[config.mk]
export PLATFORM = sky130hd
export DESIGN_NAME = il_interlock
export DESIGN_NICKNAME = d
export VERILOG_FILES = /design/src/rtl/il_pkg.sv /design/src/rtl/il_stage_regs.sv /design/src/rtl/il_src_check.sv /design/src/rtl/il_interlock.sv
export SDC_FILE = /design/constraint.sdc
export NUM_CORES = 1
export LEC_CHECK = 0
export BUFFER_PORTS_ARGS = -buffer_cell sky130_fd_sc_hd__clkbuf_2
export CAP_MARGIN = 10
export CORE_MARGIN = 5
export CORE_UTILIZATION = 40
export CTS_BUF_LIST = sky130_fd_sc_hd__clkbuf_2 sky130_fd_sc_hd__clkbuf_4 sky130_fd_sc_hd__clkbuf_8
export DETAILED_ROUTE_END_ITERATION = 12
export PLACE_DENSITY_LB_ADDON = 0.2
export SLEW_MARGIN = 20
export SYNTH_ARGS = -nofsm -noshare
export SYNTH_HDL_FRONTEND = slang
export SYNTH_SLANG_ARGS = --single-unit
[constraint.sdc]
create_clock -name clk -period 3.1 [get_ports clk]
set_input_delay 0.155 -clock clk [delete_from_list [all_inputs] [get_ports clk]]
set_output_delay 0.155 -clock clk [all_outputs]
set_load 0.02 [all_outputs]
[src/rtl/il_pkg.sv]
package il_pkg;

  typedef enum logic { BYP_FROM_EX = 1'b0, BYP_FROM_WB = 1'b1 } byp_src_e;

  // Decide readiness of one source; returns {need_stall, take_bypass}.
  // The younger producer (execute) is consulted first.
  function automatic logic [1:0] resolve_src(input logic path_is_ex,
                                             input logic hit_ex,
                                             input logic ex_is_load,
                                             input logic hit_wb);
    logic [1:0] r;
    r = 2'b00;
    if (hit_ex) begin
      r = (path_is_ex && !ex_is_load) ? 2'b01 : 2'b10;
    end else if (hit_wb) begin
      r = path_is_ex ? 2'b10 : 2'b01;
    end
    return r;
  endfunction

endpackage

[src/rtl/il_stage_regs.sv]
module il_stage_regs #(
  parameter int AW = 5
) (
  input  logic          clk,
  input  logic          rst_n,
  input  logic          issue_i,
  input  logic [AW-1:0] dec_rd_i,
  input  logic          dec_wen_i,
  input  logic          dec_load_i,
  input  logic          dec_branch_i,
  output logic          ex_valid_o,
  output logic [AW-1:0] ex_rd_o,
  output logic          ex_wen_o,
  output logic          ex_load_o,
  output logic          ex_branch_o,
  output logic          wb_valid_o,
  output logic [AW-1:0] wb_rd_o,
  output logic          wb_wen_o
);
  typedef struct packed {
    logic          valid;
    logic [AW-1:0] rd;
    logic          wen;
    logic          load;
    logic          branch;
  } slot_t;

  slot_t ex_q, wb_q, ex_d;

  always_comb begin
    ex_d = '0;
    if (issue_i) begin
      ex_d.valid  = 1'b1;
      ex_d.rd     = dec_rd_i;
      ex_d.wen    = dec_wen_i;
      ex_d.load   = dec_load_i;
      ex_d.branch = dec_branch_i;
    end
  end

  always_ff @(posedge clk) begin
    if (!rst_n) begin
      ex_q <= '0;
      wb_q <= '0;
    end else begin
      ex_q <= ex_d;
      wb_q <= ex_q;
    end
  end

  assign ex_valid_o  = ex_q.valid;
  assign ex_rd_o     = ex_q.rd;
  assign ex_wen_o    = ex_q.wen;
  assign ex_load_o   = ex_q.load;
  assign ex_branch_o = ex_q.branch;
  assign wb_valid_o  = wb_q.valid;
  assign wb_rd_o     = wb_q.rd;
  assign wb_wen_o    = wb_q.wen;

  // Writeback always follows execute by one cycle.
  assert_wb_follows_ex_R10: assert property (@(posedge clk) disable iff (!rst_n)
    ex_valid_o |=> wb_valid_o);

endmodule

[src/rtl/il_src_check.sv]
module il_src_check #(
  parameter int               AW         = 5,
  parameter il_pkg::byp_src_e BYPASS_SRC = il_pkg::BYP_FROM_EX
) (
  input  logic          clk,
  input  logic          rst_n,
  input  logic [AW-1:0] rs_i,
  input  logic          use_i,
  input  logic          ex_valid_i,
  input  logic [AW-1:0] ex_rd_i,
  input  logic          ex_wen_i,
  input  logic          ex_load_i,
  input  logic          wb_valid_i,
  input  logic [AW-1:0] wb_rd_i,
  input  logic          wb_wen_i,
  output logic          need_stall_o,
  output logic          take_byp_o
);
  localparam logic PATH_IS_EX = (BYPASS_SRC == il_pkg::BYP_FROM_EX);

  logic live_src, hit_ex, hit_wb;

  assign live_src = use_i && (rs_i != '0);
  assign hit_ex   = live_src && ex_valid_i && ex_wen_i && (ex_rd_i == rs_i);
  assign hit_wb   = live_src && wb_valid_i && wb_wen_i && (wb_rd_i == rs_i);

  assign {need_stall_o, take_byp_o} =
    il_pkg::resolve_src(PATH_IS_EX, hit_ex, ex_load_i, hit_wb);

  assert_zero_quiet_R9: assert property (@(posedge clk) disable iff (!rst_n)
    (!use_i || rs_i == '0) |-> (!need_stall_o && !take_byp_o));

  assert_one_answer_R2: assert property (@(posedge clk) disable iff (!rst_n)
    !(need_stall_o && take_byp_o));

  generate
    if (PATH_IS_EX) begin : g_ex_path
      assert_load_waits_R4: assert property (@(posedge clk) disable iff (!rst_n)
        (use_i && rs_i != '0 && ex_valid_i && ex_wen_i && ex_load_i && ex_rd_i == rs_i)
          |-> need_stall_o);
    end else begin : g_wb_path
      assert_ex_producer_waits_R6: assert property (@(posedge clk) disable iff (!rst_n)
        (use_i && rs_i != '0 && ex_valid_i && ex_wen_i && ex_rd_i == rs_i)
          |-> (need_stall_o && !take_byp_o));
    end
  endgenerate

endmodule

[src/rtl/il_interlock.sv]
module il_interlock #(
  parameter int               NREGS      = 32,
  parameter il_pkg::byp_src_e BYPASS_SRC = il_pkg::BYP_FROM_EX,
  localparam int              AW         = $clog2(NREGS)
) (
  input  logic          clk,
  input  logic          rst_n,
  input  logic          dec_valid_i,
  input  logic [AW-1:0] dec_rs1_i,
  input  logic [AW-1:0] dec_rs2_i,
  input  logic          dec_use_rs1_i,
  input  logic          dec_use_rs2_i,
  input  logic [AW-1:0] dec_rd_i,
  input  logic          dec_wen_i,
  input  logic          dec_load_i,
  input  logic          dec_branch_i,
  input  logic          br_taken_i,
  output logic          stall_o,
  output logic          flush_o,
  output logic          rs1_byp_o,
  output logic          rs2_byp_o,
  output logic          ex_valid_o
);
  localparam int NSRC = 2;

  logic          ex_valid, ex_wen, ex_load, ex_branch;
  logic [AW-1:0] ex_rd, wb_rd;
  logic          wb_valid, wb_wen;

  logic [NSRC-1:0][AW-1:0] src_idx;
  logic [NSRC-1:0]         src_use, src_stall, src_byp;

  // Named internal events, used by the checks below.
  logic any_src_wait, branch_miss, issue;

  assign src_idx = {dec_rs2_i, dec_rs1_i};
  assign src_use = {dec_use_rs2_i, dec_use_rs1_i};

  generate
    for (genvar s = 0; s < NSRC; s++) begin : g_src
      il_src_check #(.AW(AW), .BYPASS_SRC(BYPASS_SRC)) i_chk (
        .clk          (clk),
        .rst_n        (rst_n),
        .rs_i         (src_idx[s]),
        .use_i        (src_use[s]),
        .ex_valid_i   (ex_valid),
        .ex_rd_i      (ex_rd),
        .ex_wen_i     (ex_wen),
        .ex_load_i    (ex_load),
        .wb_valid_i   (wb_valid),
        .wb_rd_i      (wb_rd),
        .wb_wen_i     (wb_wen),
        .need_stall_o (src_stall[s]),
        .take_byp_o   (src_byp[s])
      );
    end
  endgenerate

  assign any_src_wait = |src_stall;
  assign branch_miss  = ex_valid && ex_branch && !br_taken_i;
  assign stall_o      = dec_valid_i && any_src_wait && !branch_miss;
  assign flush_o      = branch_miss;
  assign issue        = dec_valid_i && !stall_o && !flush_o;
  assign rs1_byp_o    = src_byp[0];
  assign rs2_byp_o    = src_byp[1];
  assign ex_valid_o   = ex_valid;

  il_stage_regs #(.AW(AW)) i_stages (
    .clk          (clk),
    .rst_n        (rst_n),
    .issue_i      (issue),
    .dec_rd_i     (dec_rd_i),
    .dec_wen_i    (dec_wen_i),
    .dec_load_i   (dec_load_i),
    .dec_branch_i (dec_branch_i),
    .ex_valid_o   (ex_valid),
    .ex_rd_o      (ex_rd),
    .ex_wen_o     (ex_wen),
    .ex_load_o    (ex_load),
    .ex_branch_o  (ex_branch),
    .wb_valid_o   (wb_valid),
    .wb_rd_o      (wb_rd),
    .wb_wen_o     (wb_wen)
  );

  assert_flush_beats_stall_R12: assert property (@(posedge clk) disable iff (!rst_n)
    flush_o |-> !stall_o);

  assert_squash_no_issue_R12: assert property (@(posedge clk) disable iff (!rst_n)
    flush_o |=> !ex_valid_o);

  assert_bubble_after_stall_R10: assert property (@(posedge clk) disable iff (!rst_n)
    stall_o |=> !ex_valid_o);

  assert_flush_needs_branch_R11: assert property (@(posedge clk) disable iff (!rst_n)
    flush_o |-> (ex_valid_o && !br_taken_i));

endmodule

==> results_tabular.tex <==
\begin{tabular}{lr}
\hline
Metric & Value \\
\hline
\multicolumn{2}{l}{\textbf{Clocking}} \\
Bufs on Longest Clock Path & 2 \\
Worst-skew pair later-pin latency & 280 ps \\
Total clock sinks & 16 \\
Number of buffers inserted by post-CTS setup repair & 0 \\
PostCTS Resize Cnt & 0 \\
CTS tree & built \\
Clock input transition at the sequential cells of the worst setup and hold paths & approximately 90 ps \\
Hold Buf Count CTS & 0 \\
Number of buffers added by the clock tree synthesis step & 3 \\
Maximum level of the CTS H-tree & 1 \\
Root Driver & sky130\_fd\_sc\_hd\_\_clkbuf\_4 \\
\multicolumn{2}{l}{\textbf{Critical path}} \\
Largest fanout of any net on the critical path & 10 \\
Largest stage delay on the critical path & 580 ps \\
R2r setup slk & between 1000 and 1500 ps \\
Worst reg-to-reg path cell count & 5 \\
Worst Setup Path Type & flip-flop to primary output \\
Crit end category & primary output \\
Family of cells with the greatest summed delay on the critical path & simple AND/OR/NAND/NOR gates \\
Worst setup path endpoint & stall\_o \\
Critical path data arrival time & 2240 ps \\
Reg-to-reg endpoint & i\_stages.ex\_rd\_o[1]\$\_SDFF\_PN0\_ \\
Critical path depth in cells & 6 \\
Kind of launch point of the worst setup path & flip-flop \\
Cell at the slowest stage of the critical path & sky130\_fd\_sc\_hd\_\_or4\_1 \\
Critical path origin & i\_stages.wb\_rd\_o[0]\$\_SDFF\_PN0\_ \\
Critical path data required time & $\sim$3000 ps \\
Worst-path cell chain & xnor2\_1 > nand4\_1 > or4\_1 > o22ai\_4 > o21a\_1 > clkbuf\_2 \\
Start of the worst register-to-register path & i\_stages.wb\_rd\_o[0]\$\_SDFF\_PN0\_ \\
Buf/Inv on CP & 1 \\
\multicolumn{2}{l}{\textbf{Status}} \\
Run status & completed \\
\multicolumn{2}{l}{\textbf{Logic synthesis}} \\
Netlist area before placement & 850 um2 \\
Part of the Yosys area used for sequential elements & 0.377 \\
Register bit count reported by yosys & 16 \\
Warning count from the yosys run & 0 \\
Syn\_nets & 101 \\
Number of cells produced by synthesis & 77 \\
Post-Synthesis Mean Instance Area & 11.0 um2 \\
Distinct cells, synth & 19 \\
\multicolumn{2}{l}{\textbf{GRT}} \\
Via count of the first global-routing pass & about 650 \\
Wire length of the first global-routing pass & about 2.9 mm \\
Number of antenna violations at the first check in global routing & 0 \\
Largest net degree at the start of global routing & 11 \\
Total global routing track utilization & 0.119 \\
Global route overflow & 0 \\
\multicolumn{2}{l}{\textbf{Timing}} \\
Slew Limit Headroom & 0.669 \\
Post-route setup TNS & 0 ps \\
Unrepaired setup endpoints after global routing & no \\
Crit share post-route & 0.773 \\
Count of final hold-check violations & 0 \\
Post-Route Skew & 8.08 ps \\
Achievable clock frequency & 418 MHz \\
Final count of negative-setup-slack endpoints & 0 \\
Final hold slack & 127 ps \\
Measured slew at the worst slew-check pin & 497 ps \\
Final worst path period need & about 2400 ps \\
Number of max-slew violations in the final report & 0 \\
\multicolumn{2}{l}{\textbf{Detailed routing}} \\
Residual DRC & 0 \\
Count of nets left with antenna violations after detail routing & 0 \\
Post-detailed-route via-to-cell ratio & 5.08 \\
Detailed router's first-iteration violation count & 16 \\
Vias & slightly below 700 \\
Average wire per cell in the routed design & around 14 um \\
Drt total wl & 1.84 mm \\
Detailed-routing iteration count for the pre-antenna-repair pass & 4 \\
\multicolumn{2}{l}{\textbf{Power}} \\
Post-layout power & between 0.4 and 0.5 mW \\
Worst-case vdd ir drop & 0.271 mV \\
Reported leakage power & 0.387 nW \\
Power density over the cells & 393 nW/um2 \\
\multicolumn{2}{l}{\textbf{Placement}} \\
Placed cell areas & between 1000 and 1500 um2 \\
Number of buffer cells added on primary ports & 28 \\
Final weighted congestion in routability-driven placement & 0.771 \\
Detailed placer's ending HPWL & 1.51 mm \\
\multicolumn{2}{l}{\textbf{Floorplanning}} \\
Die width & 56.1 um \\
Initial standard-cell utilization of the core & 0.424 \\
DIE AREA & 3150 um2 \\
Number of placed I/O pins & 29 \\
Number of cell rows & 16 \\
Core region area & between 2000 and 2500 um2 \\
Die boundary height & 56.1 um \\
\multicolumn{2}{l}{\textbf{Cells and area}} \\
Syn-to-layout area delta & 23.4\% \\
Post-route design area & 1050 um2 \\
Final nets & 133 \\
Fraction of final layout cells sized beyond drive strength 1 & 0.426 \\
Number of antenna cells inserted & 0 \\
\multicolumn{2}{l}{\textbf{Min path}} \\
Type of the worst min-delay path & input pin to flip-flop \\
Hold path startpoint & dec\_rd\_i[0] \\
\multicolumn{2}{l}{\textbf{Flow run}} \\
Maximum Capacitance Violations & 0 \\
\hline
\end{tabular}
==> synthesized netlist by cell type <==
| master | count | area share |
|---|---|---|
| sky130_fd_sc_hd__or4_4 | 2 | 0.027 |
| sky130_fd_sc_hd__or4_1 | 2 | 0.018 |
| sky130_fd_sc_hd__buf_6 | 1 | 0.013 |
| sky130_fd_sc_hd__nor3_2 | 1 | 0.012 |
| sky130_fd_sc_hd__dfxtp_1 | 16 | 0.38 |
| sky130_fd_sc_hd__nor3_1 | 2 | 0.012 |
| sky130_fd_sc_hd__o21a_1 | 2 | 0.018 |
| sky130_fd_sc_hd__nand2_1 | 3 | 0.013 |
| sky130_fd_sc_hd__xnor2_1 | 18 | 0.19 |
| sky130_fd_sc_hd__o22ai_4 | 1 | 0.024 |
| sky130_fd_sc_hd__nand4_1 | 4 | 0.029 |
| sky130_fd_sc_hd__xor2_1 | 2 | 0.021 |
| sky130_fd_sc_hd__nor4b_2 | 8 | 0.14 |
| sky130_fd_sc_hd__nor2_1 | 1 | 0.0044 |
| sky130_fd_sc_hd__nor2b_1 | 1 | 0.0074 |
| sky130_fd_sc_hd__o21ai_2 | 2 | 0.021 |
| sky130_fd_sc_hd__and2_1 | 7 | 0.052 |
| sky130_fd_sc_hd__nor4_1 | 2 | 0.015 |
| sky130_fd_sc_hd__nand3_1 | 2 | 0.012 |
==> cells by family (layout without fill, tap and decap cells) <==
| logic type | Yosys count | in the layout | share of synthesized area |
|---|---|---|---|
| flops | 16 | 16 | 0.377 |
| xor+xnor | 20 | 20 | 0.206 |
| buf+inv | 1 | 32 | 0.0133 |
| simple gates | 35 | 35 | 0.342 |
| compound gates | 5 | 5 | 0.0619 |
==> cells in the final DEF, fill, tap and decap left out, types with 3 or more instances in the layout <==
cell,count
sky130_fd_sc_hd__clkbuf_4,3
sky130_fd_sc_hd__nand4_1,4
sky130_fd_sc_hd__nor4b_2,8
sky130_fd_sc_hd__xnor2_1,18
sky130_fd_sc_hd__nand2_1,3
sky130_fd_sc_hd__and2_1,7
sky130_fd_sc_hd__dfxtp_1,16
sky130_fd_sc_hd__clkbuf_2,28
==> sequential cells by signal (all words and copies together) (netlist names) <==
signal / flops
i_stages.ex_load_o: 1
i_stages.wb_valid_o: 1
i_stages.ex_rd_o: 5
i_stages.ex_branch_o: 1
i_stages.wb_wen_o: 1
i_stages.ex_valid_o: 1
i_stages.ex_wen_o: 1
i_stages.wb_rd_o: 5
==> worst reg2reg max path: cells and delay by family (launching register included) <==
kind	cells	cell delay, ps
xor gates and xnor gates	1	130
AOI/OAI and AO/OA	1	400
and+or+nand+nor	3	810
DFF	1	390
==> routing by layer <==
layer / part of all wire / vias to the layer above / track usage / routed length, um
met4: 0.0065 / 0 / 0.0508 / 12
met5: 0 / - / 0 / 0
met2: 0.48 / 23 / 0.195 / 875
li1: - / 343 / - / -
met1: 0.44 / 318 / 0.142 / 807
met3: 0.079 / 2 / 0.0348 / 146
==> cell type report <==
cell class                      instances  area, um2
Multi-Input combinational cell         60        518
Sequential cell                        16        320
Clock buffer                            4       36.3
Tap cell                               27       33.8
Timing Repair Buffer                   28        140
Fill cell                             192        953
==> power by group <==
part	switching, mW	internal [mW]
Sequential	0.00626	0.213
Combinational	0.0267	0.0329
Clock	0.0619	0.0714
Total	0.0949	0.317
==> per-stage QoR <==
stage | instances | setup slack [ps] | util
floorplan | 77 | 1250 | -
global placement | 131 | 1020 | 0.506
detailed placement | 131 | 1020 | 0.506
CTS | 135 | 678 | 0.524
global route | 135 | 599 | 0.524
finish | 135 | 705 | 0.524
==> worst min-delay path by stage <==
stage,to,slack [ps],depth (start not counted)
2_1_floorplan,i_stages.wb_rd_o[0]$_SDFF_PN0_,280,1
3_3_place_gp,i_stages.ex_rd_o[0]$_SDFF_PN0_,430,2
3_5_place_dp,i_stages.ex_rd_o[0]$_SDFF_PN0_,430,2
4_1_cts,i_stages.ex_rd_o[0]$_SDFF_PN0_,120,2
5_1_grt,i_stages.ex_rd_o[0]$_SDFF_PN0_,110,2
6_report,i_stages.ex_rd_o[0]$_SDFF_PN0_,130,2
No activity file was read; power rests on OpenSTA's default activity.
